`src/rtl/spi_rxs_pkg.sv`:
```
package spi_rxs_pkg;

   // Receive status flags, also used for the armed-clear bits
   typedef struct packed {
      logic full;
      logic ovr;
   } rxs_flags_t;

   localparam rxs_flags_t RXS_FLAGS_CLR = '{full: 1'b0, ovr: 1'b0};

endpackage

```
`src/rtl/spi_rxs_flags.sv`:
```
module spi_rxs_flags
   import spi_rxs_pkg::*;
(
   input  logic       clk,
   input  logic       rst_n,
   input  logic       strobe_i,
   input  logic       rd_stat_i,
   input  logic       rd_data_i,
   output logic       load_o,
   output rxs_flags_t flags_o
);

   rxs_flags_t flags_q, flags_d;
   rxs_flags_t arm_q, arm_d;
   logic       full_kept, ovr_kept;

   // Clears take effect first; a strobe in the same cycle is seen after them
   always_comb begin
      full_kept = flags_q.full & ~(rd_data_i & arm_q.full);
      ovr_kept  = flags_q.ovr  & ~(rd_data_i & arm_q.ovr);
      load_o    = strobe_i & ~ovr_kept & ~full_kept;
      flags_d.full = full_kept | load_o;
      flags_d.ovr  = ovr_kept | (strobe_i & ~ovr_kept & full_kept);
   end

   // Status read snapshots the flags; a data read consumes the snapshot
   always_comb begin
      if (rd_stat_i)      arm_d = flags_q;
      else if (rd_data_i) arm_d = RXS_FLAGS_CLR;
      else                arm_d = arm_q;
   end

   always_ff @(posedge clk or negedge rst_n) begin
      if (!rst_n) begin
         flags_q <= RXS_FLAGS_CLR;
         arm_q   <= RXS_FLAGS_CLR;
      end else begin
         flags_q <= flags_d;
         arm_q   <= arm_d;
      end
   end

   assign flags_o = flags_q;

   a_r2_full_sets: assert property (@(posedge clk) disable iff (!rst_n)
      strobe_i && !flags_q.full && !flags_q.ovr |=> flags_q.full);

   a_r3_ovr_on_full: assert property (@(posedge clk) disable iff (!rst_n)
      strobe_i && flags_q.full && !flags_q.ovr && !rd_data_i |=> flags_q.ovr);

   a_r4_full_held: assert property (@(posedge clk) disable iff (!rst_n)
      flags_q.full && !(rd_data_i && arm_q.full) |=> flags_q.full);

   a_r6_ovr_held: assert property (@(posedge clk) disable iff (!rst_n)
      flags_q.ovr && !(rd_data_i && arm_q.ovr) |=> flags_q.ovr);

   a_r5_ovr_clears: assert property (@(posedge clk) disable iff (!rst_n)
      flags_q.ovr && rd_data_i && arm_q.ovr && !rd_stat_i |=> !flags_q.ovr);

   a_r8_same_cycle: assert property (@(posedge clk) disable iff (!rst_n)
      strobe_i && rd_data_i && arm_q.full && flags_q.full
      && !(flags_q.ovr && !arm_q.ovr) |=> flags_q.full && !flags_q.ovr);

endmodule

```
`src/rtl/spi_rxs_datareg.sv`:
```
module spi_rxs_datareg #(
   parameter int                DATA_W   = 8,
   parameter logic [DATA_W-1:0] RST_DATA = '0
) (
   input  logic              clk,
   input  logic              rst_n,
   input  logic              load_i,
   input  logic [DATA_W-1:0] din_i,
   output logic [DATA_W-1:0] dout_o
);

   always_ff @(posedge clk or negedge rst_n) begin
      if (!rst_n)      dout_o <= RST_DATA;
      else if (load_i) dout_o <= din_i;
   end

endmodule

```
`src/rtl/spi_rxs_irq.sv`:
```
module spi_rxs_irq
   import spi_rxs_pkg::*;
#(
   parameter bit IRQ_REG = 1'b0
) (
   input  logic       clk,
   input  logic       rst_n,
   input  rxs_flags_t flags_i,
   input  logic       rx_ie_i,
   input  logic       err_ie_i,
   output logic       rx_irq_o,
   output logic       err_irq_o
);

   logic rx_req, err_req;

   assign rx_req  = flags_i.full & rx_ie_i;
   assign err_req = flags_i.ovr  & err_ie_i;

   generate
      if (IRQ_REG) begin : g_reg
         always_ff @(posedge clk or negedge rst_n) begin
            if (!rst_n) begin
               rx_irq_o  <= 1'b0;
               err_irq_o <= 1'b0;
            end else begin
               rx_irq_o  <= rx_req;
               err_irq_o <= err_req;
            end
         end
      end else begin : g_comb
         assign rx_irq_o  = rx_req;
         assign err_irq_o = err_req;

         a_r9_rx_irq_gated: assert property (@(posedge clk) disable iff (!rst_n)
            rx_irq_o |-> flags_i.full && rx_ie_i);

         a_r9_err_irq_gated: assert property (@(posedge clk) disable iff (!rst_n)
            err_irq_o |-> flags_i.ovr && err_ie_i);
      end
   endgenerate

endmodule

```
`src/rtl/spi_rx_status.sv`:
```
module spi_rx_status
   import spi_rxs_pkg::*;
#(
   parameter int                DATA_W   = 8,
   parameter logic [DATA_W-1:0] RST_DATA = '0,
   parameter bit                IRQ_REG  = 1'b0
) (
   input  logic              clk,
   input  logic              rst_n,
   input  logic              rx_strobe_i,
   input  logic [DATA_W-1:0] rx_byte_i,
   input  logic              rd_stat_i,
   input  logic              rd_data_i,
   input  logic              rx_ie_i,
   input  logic              err_ie_i,
   output logic              rx_full_o,
   output logic              ovr_o,
   output logic [DATA_W-1:0] data_o,
   output logic              rx_irq_o,
   output logic              err_irq_o
);

   generate
      if (DATA_W < 1) begin : g_bad_width
         $error("spi_rx_status: DATA_W must be at least 1");
      end
   endgenerate

   rxs_flags_t flags;
   logic       load;

   spi_rxs_flags u_flags (
      .clk       (clk),
      .rst_n     (rst_n),
      .strobe_i  (rx_strobe_i),
      .rd_stat_i (rd_stat_i),
      .rd_data_i (rd_data_i),
      .load_o    (load),
      .flags_o   (flags)
   );

   spi_rxs_datareg #(
      .DATA_W   (DATA_W),
      .RST_DATA (RST_DATA)
   ) u_data (
      .clk    (clk),
      .rst_n  (rst_n),
      .load_i (load),
      .din_i  (rx_byte_i),
      .dout_o (data_o)
   );

   spi_rxs_irq #(
      .IRQ_REG (IRQ_REG)
   ) u_irq (
      .clk       (clk),
      .rst_n     (rst_n),
      .flags_i   (flags),
      .rx_ie_i   (rx_ie_i),
      .err_ie_i  (err_ie_i),
      .rx_irq_o  (rx_irq_o),
      .err_irq_o (err_irq_o)
   );

   assign rx_full_o = flags.full;
   assign ovr_o     = flags.ovr;

   a_r7_drop_while_ovr: assert property (@(posedge clk) disable iff (!rst_n)
      rx_strobe_i && ovr_o && !rd_data_i |=> $stable(data_o) && !$rose(rx_full_o));

   a_r3_keep_old_data: assert property (@(posedge clk) disable iff (!rst_n)
      rx_strobe_i && rx_full_o && !rd_data_i |=> $stable(data_o));

   a_r2_load_byte: assert property (@(posedge clk) disable iff (!rst_n)
      rx_strobe_i && !rx_full_o && !ovr_o |=> data_o == $past(rx_byte_i));

endmodule

```
`config.mk`:
```
export PLATFORM = sky130hd
export DESIGN_NAME = spi_rx_status
export DESIGN_NICKNAME = d
export VERILOG_FILES = /design/src/rtl/spi_rxs_pkg.sv /design/src/rtl/spi_rxs_flags.sv /design/src/rtl/spi_rxs_datareg.sv /design/src/rtl/spi_rxs_irq.sv /design/src/rtl/spi_rx_status.sv
export SDC_FILE = /design/constraint.sdc
export NUM_CORES = 1
export LEC_CHECK = 0
export ABC_AREA = 0
export BUFFER_PORTS_ARGS = -buffer_cell sky130_fd_sc_hd__clkbuf_2
export CORE_AREA = 2 2 39 41
export DETAILED_ROUTE_END_ITERATION = 6
export DIE_AREA = 0 0 41 43
export HOLD_SLACK_MARGIN = 0.08
export MAX_ROUTING_LAYER = met4
export PLACE_DENSITY = 0.7
export SYNTH_ARGS = -nofsm -noshare
export SYNTH_HDL_FRONTEND = slang
export SYNTH_HIERARCHICAL = 1
export SYNTH_SLANG_ARGS = --single-unit
export TNS_END_PERCENT = 30
```
`constraint.sdc`:
```
create_clock -name clk -period 1.5 [get_ports clk]
set_input_delay 0.075 -clock clk [delete_from_list [all_inputs] [get_ports clk]]
set_output_delay 0.075 -clock clk [all_outputs]
set_load 0.02 [all_outputs]
```
==> out/metrics.cfg, run 1 <==
[run_status]
status=finished clean

[drt]
drc=0
num_vias=413
vias_per_cell=4.54
top_layer=met4
drtIter0Drc=7
wl_met1_um=458
firstDrtPassIters=4
wl_met3_um=50
wl_met2_um=584
wl_per_cell_um=12.1
antenna_left=0
wl_mm=1.10

[sta]
setup_viol=0
worst_pin_slew_ps=299
finalCritPeriodShare_pct=94.0
fmax_mhz=709
finalMaxSlewViolations=0
timing.hold.ws_ps=122
finalSetupTns_ps=0
period_minus_slack_ps=1410
rsz0062_at_grt=false
hold_viol=0
fin_skew_ps=3.19
slew_headroom_pct=80.1

[cts]
post_cts_buffers=0
htree_levels=1
clock_sinks=12
cts-root-buf=clkbuf_4
cts_resized=0
clk_pin_slew_ps=80
cts_tree=yes
ctsHoldBuffers=11
clk_latency_ps=260
cts.path.max_buffers=2
cts_made_buffers=3

[synthesis]
syn_inst=34
syn_area_per_cell_sq_um=15.1
synth_nets=49
yosys_warnings=6
synth_cell_types=15
ys_ff_latch=12
synth_area_sq_um=514
yosysSeqAreaShare_pct=58.4

[power_and_ir_drop]
peakVddDrop_mv=0.926
p_int_uw=997
sw_frac_of_total_pct=36.2
p_switching_uw=566
power_density_nw_per_um2=1940
clockPowerShare_pct=16.0
power_frac_comb_pct=47.1
p_seq_share_pct=36.9
p_leak_nw=0.416

[critical_path]
crit_family=flip-flops
cpPeakStageDelay_ps=400
critPathBufInv=1
critPathKind=reg2reg
required_ps=1650
path_max_fanout=8
worst_path_max_delay_cell=dfrtp_1
crit_chain=a21boi_2, nor3_1, buf_4, mux2_4
start_kind=register
arrival_ps=1560
end_kind=register

[cells_and_area]
final_common_cell=clkbuf_2
nets=91
n_antenna_cell=0
layout_common_cells=clkbuf_2, dfrtp_1, dlygate4sd3_1, mux2_4, clkbuf_4
nFillCells=110
area.growth.synth_to_final_pct=56.9
drive_gt1_share_pct=53.3

[global_routing]
antenna_found_initial=0
grt_pass1_vias=451
grt_max_degree=13
grt_pass1_wl_mm=1.80
overflow=0
track_usage_pct=16.1

[floorplan]
die_area_sq_um=1760
core_area_sq_um=1380
ios=27
die_x_um=41
initial_core_util_pct=37.2
fp.dieH_um=43
row_count=14

[hold_path]
hold_path_class=in2reg

[placed_design]
port-buffer-count=26
place.gp.congestion=0.736

[flow_run]
maxCapViolations=0

## logic make-up (layout without fill, tap and decap cells)
logic type / Yosys count / count (layout) / synth area share, %
AOI/OAI and AO/OA: 6 / 6 / 9.25
and+or+nand+nor: 6 / 6 / 6.08
muxes: 8 / 8 / 23.4
buffers and inverters: 2 / 43 / 2.92
DFF: 12 / 12 / 58.4
## worst reg2reg max path, stage by stage, from the launching register on
cell      delay (ps)
dfrtp_1          400
a21boi_2         170
nor3_1           180
buf_4            230
mux2_4           320
## sequential cells by signal, summed over array words and instances (netlist names)
signal / cells
u_flags/flags_o: 2
u_flags/arm_q: 2
u_data/dout_o: 8
## area by class of cell
class	instances	area [sq um]	share of cell area, %
flip-flops and latches	12	300	37.2
repair buffers	38	248	30.7
multi-input cells	20	199	24.7
clock buffers	4	36.3	4.50
well taps	16	20.0	2.48
inverters	1	3.75	0.465
## through the flow
stage / total power, mW / setup WS, ps / std cells / util (%) / area, sq um
finish: 1.56 / 89.9 / 91 / 58.3 / 807
global route: 1.67 / 48.8 / 91 / 58.3 / 807
CTS: 1.58 / 83.1 / 91 / 58.3 / 807
detailed placement: 1.30 / 100 / 76 / 47.7 / 661
global placement: 1.29 / 140 / 76 / 47.7 / 661
floorplan: 1.08 / 61.5 / 34 / - / 514
## power by group through the flow
stage / registers (mW) / clock network (mW) / logic [mW]
after global placement: 0.581 / 0 / 0.705
final: 0.576 / 0.251 / 0.736
after CTS: 0.578 / 0.257 / 0.745
after global routing: 0.600 / 0.280 / 0.787
after detailed placement: 0.585 / 0 / 0.719
after floorplan: 0.739 / 0 / 0.340
## worst paths after layout
kind / to / depth (start not counted) / slack (ps) / from
min in group asynchronous: u_flags/arm_q[0]$_DFFE_PN0P_ / 2 / 220 / rst_n
max reg2reg: u_data/dout_o[5]$_DFFE_PN0P_ / 4 / 90 / u_flags/flags_o[1]$_DFF_PN0_
max in group asynchronous: u_data/dout_o[0]$_DFFE_PN0P_ / 2 / 1050 / rst_n
min reg2reg: u_flags/arm_q[0]$_DFFE_PN0P_ / 1 / 510 / u_flags/arm_q[0]$_DFFE_PN0P_
max: u_data/dout_o[5]$_DFFE_PN0P_ / 4 / 90 / u_flags/flags_o[1]$_DFF_PN0_
min: u_flags/arm_q[1]$_DFFE_PN0P_ / 3 / 120 / rd_data_i
## metal layers
| layer | vias up | GRT usage (%) |
|---|---|---|
| met1 | 199 | 16.6 |
| met4 | 0 | 8.00 |
| met5 | - | - |
| li1 | 201 | - |
| met3 | 2 | 4.71 |
| met2 | 11 | 26.3 |
## cell usage after synthesis (all sizes together)
master / n / share of area [%]
buf: 1 / 2.2
a21boi: 2 / 3.7
o21ai: 1 / 0.97
dfrtp: 12 / 58
mux2: 8 / 23
o21bai: 1 / 1.5
a22o: 1 / 1.7
nand2: 1 / 0.73
a21o: 1 / 1.5
nor2: 1 / 0.73
and2: 2 / 2.4
nor3: 1 / 0.97
inv: 1 / 0.73
nand2b: 1 / 1.2
(Power assumes the default switching activity.)
==> run 2: changes to the inputs <==
Settings changed: SYNTH_HIERARCHICAL 1 to unset.
==> run 2 against run 1 <==
Compared with the run above: global-route usage down 2.6 points; total power shrank 8.8%; largest power group unchanged; core utilization is 1.9 points lower; non-clock buffer count shrank 2; maximum frequency is 6.1% higher; die area unchanged; highest routed layer unchanged.
==> out/metrics.cfg, run 2 <==
[critical_path]
cpPeakStageDelay_ps=430  ; was 400 ps
worst_path_max_delay_cell=dfrtp_1  ; unchanged
critPathBufInv=0  ; was 1
crit_family=flip-flops  ; unchanged
start_kind=register  ; unchanged
required_ps=1640  ; was 1650 ps
end_kind=register  ; unchanged
path_max_fanout=8  ; unchanged
arrival_ps=1470  ; was 1560 ps
crit_chain=nor2_2, o2111ai_4, mux2_2  ; was a21boi_2, nor3_1, buf_4, mux2_4
critPathKind=reg2reg  ; unchanged

[synthesis]
synth_top_area_share_pct=59.1  ; was 58.4%
ys_ff_latch=12  ; unchanged
ys.flop_type=dfrtp_1  ; unchanged
synth_area_sq_um=508  ; was 514 sq um
synth_area_leaders=dfrtp_1, mux2_2, o2111ai_4  ; was dfrtp_1, mux2_4, and2_1
yosys_warnings=0  ; was 6
yosysSeqAreaShare_pct=59.1  ; was 58.4%
synth_cell_types=12  ; was 15
synth-edff-count=0  ; unchanged
yosysMostFrequentCell=dfrtp_1  ; unchanged
synth_nets=52  ; was 49
yosysTopAreaCell=dfrtp_1  ; unchanged
syn_inst=37  ; was 34
ys_async_sr_fraction_pct=100  ; unchanged
syn_area_per_cell_sq_um=13.7  ; was 15.1 sq um
synth_common_cells=dfrtp_1, mux2_2, nand2_1  ; was dfrtp_1, mux2_4, and2_1

[run_status]
status=finished clean  ; unchanged

[power_and_ir_drop]
p_leak_nw=0.387  ; was 0.416 nW
power_density_nw_per_um2=1830  ; was 1940 nW/um^2
p_total_mw=1.43  ; was 1.56 mW
sw_frac_of_total_pct=39.2  ; was 36.2%
power_frac_comb_pct=46.8  ; was 47.1%
p_seq_share_pct=40.6  ; was 36.9%
peakVddDrop_mv=1.01  ; was 0.926 mV
p_switching_uw=559  ; was 566 uW
clockPowerShare_pct=12.5  ; was 16.0%
p_int_uw=867  ; was 997 uW

[drt]
drtIter0Drc=4  ; was 7
num_vias=411  ; was 413
wl_um=922  ; was 1.10 mm
firstDrtPassIters=2  ; was 4
drc=0  ; unchanged
vias_per_cell=4.47  ; was 4.54
wl_per_cell_um=10.0  ; was 12.1 um
antenna_left=0  ; unchanged

[cells_and_area]
layout_common_cells=clkbuf_2, dfrtp_1, dlygate4sd3_1, mux2_2, nand2_1  ; was clkbuf_2, dfrtp_1, dlygate4sd3_1, mux2_4, clkbuf_4
nets=93  ; was 91
largest_reg_flops=8  ; unchanged
fin_cells=92  ; was 91
final_cell_area_sq_um=781  ; was 807 sq um
area.growth.synth_to_final_pct=53.7  ; was 56.9%
drive_gt1_share_pct=53.9  ; was 53.3%
n_antenna_cell=0  ; unchanged
fin_util_pct=56.4  ; was 58.3%
nFillCells=125  ; was 110
largest_register=u_data.dout_o  ; was u_data/dout_o
final_common_cell=clkbuf_2  ; unchanged

[global_routing]
grt_pass1_vias=413  ; was 451
grt_pass1_wl_mm=1.59  ; was 1.80 mm
track_usage_pct=13.5  ; was 16.1%
grt_max_degree=13  ; unchanged
antenna_found_initial=0  ; unchanged
overflow=0  ; unchanged

[sta]
fin_skew_ps=4.19  ; was 3.19 ps
hold_viol=0  ; unchanged
period_minus_slack_ps=1330  ; was 1410 ps
timing.hold.ws_ps=86.0  ; was 122 ps
fmax_mhz=753  ; was 709 MHz
finalSetupTns_ps=0  ; unchanged
worst_pin_slew_ps=350  ; was 299 ps
setup_viol=0  ; unchanged
finalMaxSlewViolations=0  ; unchanged
slew_headroom_pct=76.6  ; was 80.1%
finalCritPeriodShare_pct=88.6  ; was 94.0%
setup_ws_ps=171  ; was 89.9 ps
rsz0062_at_grt=false  ; unchanged

[flow_run]
maxCapViolations=0  ; unchanged

[floorplan]
fp.dieH_um=43  ; unchanged
row_count=14  ; unchanged
die_x_um=41  ; unchanged
die_area_sq_um=1760  ; unchanged
initial_core_util_pct=36.7  ; was 37.2%
ios=27  ; unchanged
core_area_sq_um=1380  ; unchanged

[placed_design]
dpl.cell_count=79  ; was 76
dp_hpwl_um=698
port-buffer-count=26  ; unchanged
dpl_cell_area_sq_um=658  ; was 661 sq um
dp_slack_ps=167  ; was 100 ps
place.gp.congestion=0.590  ; was 0.736

[hold_path]
hold_path_class=in2reg  ; unchanged

[cts]
clock_sinks=12  ; unchanged
cts.path.max_buffers=2  ; unchanged
clk_pin_slew_ps=70  ; was 80 ps
ctsHoldBuffers=10  ; was 11
cts_made_buffers=3  ; unchanged
cts_tree=yes  ; unchanged
cts_resized=0  ; unchanged
htree_levels=1  ; unchanged
clk_latency_ps=250  ; was 260 ps
post_cts_buffers=0  ; unchanged
cts-root-buf=clkbuf_4  ; unchanged

==> run 2: cell type report <==
| type | instances | area [sq um] | share of cell area [%] |
|---|---|---|---|
| clock buffer | 3 | 22.5 | 2.88 |
| multi-input combinational | 25 | 208 | 26.6 |
| sequential | 12 | 300 | 38.5 |
| timing repair buffer | 36 | 230 | 29.5 |
| tap | 16 | 20.0 | 2.56 |
==> run 2: logic make-up (layout without fill, tap and decap cells) <==
family	after synthesis	after routing	synth area share (%)
buf+inv	0	39	0
compound gates	5	5	10.8
flops	12	12	59.1
simple gates	12	12	12.3
mux	8	8	17.7
==> run 2: power groups by stage <==
stage | combinational (mW) | clock, mW | sequential, mW
6_report | 0.668 | 0.179 | 0.579
5_1_grt | 0.735 | 0.202 | 0.610
4_1_cts | 0.679 | 0.187 | 0.580
3_5_place_dp | 0.659 | 0 | 0.584
3_3_place_gp | 0.648 | 0 | 0.581
2_1_floorplan | 0.271 | 0 | 0.748
==> run 2: worst paths after layout <==
kind	start	end	slack [ps]	cells after the start
worst max-delay path	u_flags.flags_o[1]$_DFF_PN0_	u_data.dout_o[4]$_DFFE_PN0P_	170	3
worst min-delay path	rx_strobe_i	u_flags.flags_o[0]$_DFF_PN0_	90	3
worst max register to register	u_flags.flags_o[1]$_DFF_PN0_	u_data.dout_o[4]$_DFFE_PN0P_	170	3
worst min register to register	u_data.dout_o[0]$_DFFE_PN0P_	u_data.dout_o[0]$_DFFE_PN0P_	500	1
max in group asynchronous	rst_n	u_data.dout_o[3]$_DFFE_PN0P_	1040	2
min in group asynchronous	rst_n	u_data.dout_o[2]$_DFFE_PN0P_	230	2
==> run 2: routing by layer <==
metal,track usage (%),share of wire (%),vias to the layer above
met4,6.00,0.65,0
met2,21.6,50,16
li1,-,-,207
met1,15.3,43,186
met5,-,0,-
met3,3.14,6.3,2
==> run 2: worst min-delay path, stage by stage <==
cell and delay, ps:
clkbuf_2 120, nand2_1 70, nand2_1 50
==> run 3: changes to the inputs <==
Settings changed: ABC_AREA 0 to 1, PLACE_DENSITY 0.7 to 0.71.
==> run 3 against run 2 <==
Compared with the run above: cell area shrank 0.32%; final cell count increased by 20%; flip-flop and latch count did not move; sequential power down 3%; first-iteration DRC count rose to 3.5 times the previous value; maximum frequency increased by 19%; critical path type unchanged; largest power group unchanged; area after synthesis up 4.2%; sequential share of layout area is 0.12 points higher; register-to-register slack improved by 210 ps.
==> out/metrics.cfg, run 3 <==
[floorplan]
row_count=14  ; unchanged
die_area_sq_um=1760  ; unchanged
initial_core_util_pct=38.2  ; was 36.7%
ios=27  ; unchanged
die_x_um=41  ; unchanged
core_area_sq_um=1380  ; unchanged
fp.dieH_um=43  ; unchanged

[critical_path]
path_max_fanout=11  ; was 8
start_kind=register  ; unchanged
cpPeakStageDelay_ps=410  ; was 430 ps
critPathKind=reg2reg  ; unchanged
cpMostUsedCell=nand2_1
crit_family=simple AND/OR/NAND/NOR gates  ; was flip-flops
worst_path_max_delay_cell=dfrtp_1  ; unchanged
critPathBufInv=0  ; unchanged
arrival_ps=1280  ; was 1470 ps
required_ps=1660  ; was 1640 ps
crit_chain=nand2_2, nand3_2, nand2_1, nand2_1  ; was nor2_2, o2111ai_4, mux2_2
end_kind=register  ; unchanged

[drt]
antenna_left=0  ; unchanged
wl_mm=1.24  ; was 922 um
drc=0  ; unchanged
firstDrtPassIters=4  ; was 2
vias_per_cell=4.65  ; was 4.47
wl_per_cell_um=11.3  ; was 10.0 um
num_vias=512  ; was 411
drtIter0Drc=14  ; was 4

[cells_and_area]
nets=111  ; was 93
area.growth.synth_to_final_pct=47.0  ; was 53.7%
multi_input_area_sq_um=190  ; was 208 sq um
largest_reg_flops=8  ; unchanged
final_common_cell=clkbuf_2  ; unchanged
largest_register=u_data.dout_o  ; unchanged
drive_gt1_share_pct=36.2  ; was 53.9%
nFillCells=133  ; was 125
final_cell_area_sq_um=778  ; was 781 sq um
regArea_sq_um=300  ; unchanged
n_antenna_cell=0  ; unchanged
layout_common_cells=clkbuf_2, nand2_1, dfrtp_1, dlygate4sd3_1, nand4_1  ; was clkbuf_2, dfrtp_1, dlygate4sd3_1, mux2_2, nand2_1

[synthesis]
syn_area_per_cell_sq_um=9.13  ; was 13.7 sq um
synth_cell_types=12  ; unchanged
yosys_warnings=0  ; unchanged
yosysTopAreaCell=dfrtp_1  ; unchanged
syn_inst=58  ; was 37
synth_common_cells=nand2_1, dfrtp_1, nand4_1  ; was dfrtp_1, mux2_2, nand2_1
yosysMostFrequentCell=nand2_1  ; was dfrtp_1
yosysSeqAreaShare_pct=56.7  ; was 59.1%
synth-edff-count=0  ; unchanged
synth_nets=73  ; was 52
ys.flop_type=dfrtp_1  ; unchanged
synth_area_sq_um=529  ; was 508 sq um
ys_ff_latch=12  ; unchanged
synth_area_leaders=dfrtp_1, nand2_1, nand4_1  ; was dfrtp_1, mux2_2, o2111ai_4
ys_async_sr_fraction_pct=100  ; unchanged
synth_top_area_share_pct=56.7  ; was 59.1%

[cts]
cts-root-buf=clkbuf_4  ; unchanged
ctsHoldBuffers=10  ; unchanged
cts_tree=yes  ; unchanged
clk_latency_ps=270  ; was 250 ps
clock_sinks=12  ; unchanged
cts_resized=0  ; unchanged
clk_pin_slew_ps=70  ; about the same
cts_made_buffers=3  ; unchanged
post_cts_buffers=0  ; unchanged
cts.path.max_buffers=2  ; unchanged
htree_levels=1  ; unchanged

[sta]
finalSetupTns_ps=0  ; unchanged
worst_pin_slew_ps=294  ; was 350 ps
rsz0062_at_grt=false  ; unchanged
fin_skew_ps=2.57  ; was 4.19 ps
period_minus_slack_ps=1120  ; was 1330 ps
finalCritPeriodShare_pct=74.7  ; was 88.6%
slew_headroom_pct=80.4  ; was 76.6%
fmax_mhz=893  ; was 753 MHz
finalMaxSlewViolations=0  ; unchanged
setup_viol=0  ; unchanged
hold_viol=0  ; unchanged

[power_and_ir_drop]
power_density_nw_per_um2=1840  ; was 1830 nW/um^2
peakVddDrop_mv=0.842  ; was 1.01 mV
p_leak_nw=0.437  ; was 0.387 nW

[global_routing]
overflow=0  ; unchanged
grt_max_degree=13  ; unchanged
grt_pass1_vias=493  ; was 413
track_usage_pct=18.0  ; was 13.5%
grt_pass1_wl_mm=2.04  ; was 1.59 mm
antenna_found_initial=0  ; unchanged

[placed_design]
dp_hpwl_um=849  ; was 698 um
place.gp.congestion=0.740  ; was 0.590
port-buffer-count=26  ; unchanged
dpl_cell_area_sq_um=656  ; was 658 sq um

[hold_path]
hold_path_class=in2reg  ; unchanged

[flow_run]
maxCapViolations=0  ; unchanged

[run_status]
status=finished clean  ; unchanged

-- run 3: changes by cell type after synthesis, moves of 2 or more --
cell / before / now
inv_1: 0 / 4
nand2_2: 0 / 3
and2_2: 2 / 0
nand4_1: 0 / 8
mux2_2: 8 / 0
nand2_1: 5 / 23
nand2b_1: 3 / 0
-- run 3: cell type report --
cell class | count | share of cell area, %
clock buffers | 3 | 2.89
inverters | 4 | 1.93
multi-input cells | 39 | 24.4
flip-flops and latches | 12 | 38.6
well taps | 16 | 2.57
repair buffers | 36 | 29.6
-- run 3: where the power goes --
part / leakage, nW / internal, mW / switching, mW
Combinational: 0.276 / 0.219 / 0.454
Clock: 0.0138 / 0.0929 / 0.102
Sequential: 0.147 / 0.469 / 0.0912
Total: 0.437 / 0.781 / 0.648
-- run 3: path summary, 6_finish.rpt --
path / startpoint / to / slack, ps / depth (start not counted)
setup / recovery: u_flags.flags_o[0]$_DFF_PN0_ / u_data.dout_o[6]$_DFFE_PN0P_ / 380 / 4
hold / removal: rd_data_i / u_flags.arm_q[1]$_DFFE_PN0P_ / 120 / 3
setup reg to reg: u_flags.flags_o[0]$_DFF_PN0_ / u_data.dout_o[6]$_DFFE_PN0P_ / 380 / 4
hold reg to reg: u_data.dout_o[7]$_DFFE_PN0P_ / u_data.dout_o[7]$_DFFE_PN0P_ / 480 / 2
max in group asynchronous: rst_n / u_data.dout_o[6]$_DFFE_PN0P_ / 1060 / 2
min in group asynchronous: rst_n / u_data.dout_o[7]$_DFFE_PN0P_ / 220 / 2
-- run 3: cells by family (layout without fill, tap and decap cells) --
| family | Yosys count | count (layout) | synth area share, % |
|---|---|---|---|
| buffers and inverters | 7 | 43 | 7.33 |
| AO/OA/AOI/OAI | 3 | 3 | 3.55 |
| flip-flops | 12 | 12 | 56.7 |
| AND/OR/NAND/NOR | 36 | 36 | 32.4 |
-- run 3: layer usage --
layer  vias to the layer above  share of wire, %  GRT usage, %
li1                        260                 -             -
met1                       231                41          20.9
met3                         6               4.2          5.76
met5                         -                 0             -
met2                        15                51          24.7
met4                         0               3.3          13.3
-- run 3: per-stage QoR --
stage / total power [mW] / util, % / hold WS, ps / setup WS (ps) / cells
2_1_floorplan: 1.04 / - / -221 / 546 / 58
3_3_place_gp: 1.20 / 47.4 / -30.4 / 468 / 97
3_5_place_dp: 1.22 / 47.4 / -25.6 / 418 / 97
4_1_cts: 1.43 / 56.2 / 121 / 402 / 110
5_1_grt: 1.54 / 56.2 / 158 / 277 / 110
6_report: 1.43 / 56.2 / 117 / 380 / 110
-- run 3: worst reg2reg max path, delay by kind of cell, from the launching register on --
kind,cells,cell delay [ps]
DFF,1,410
and+or+nand+nor,4,600
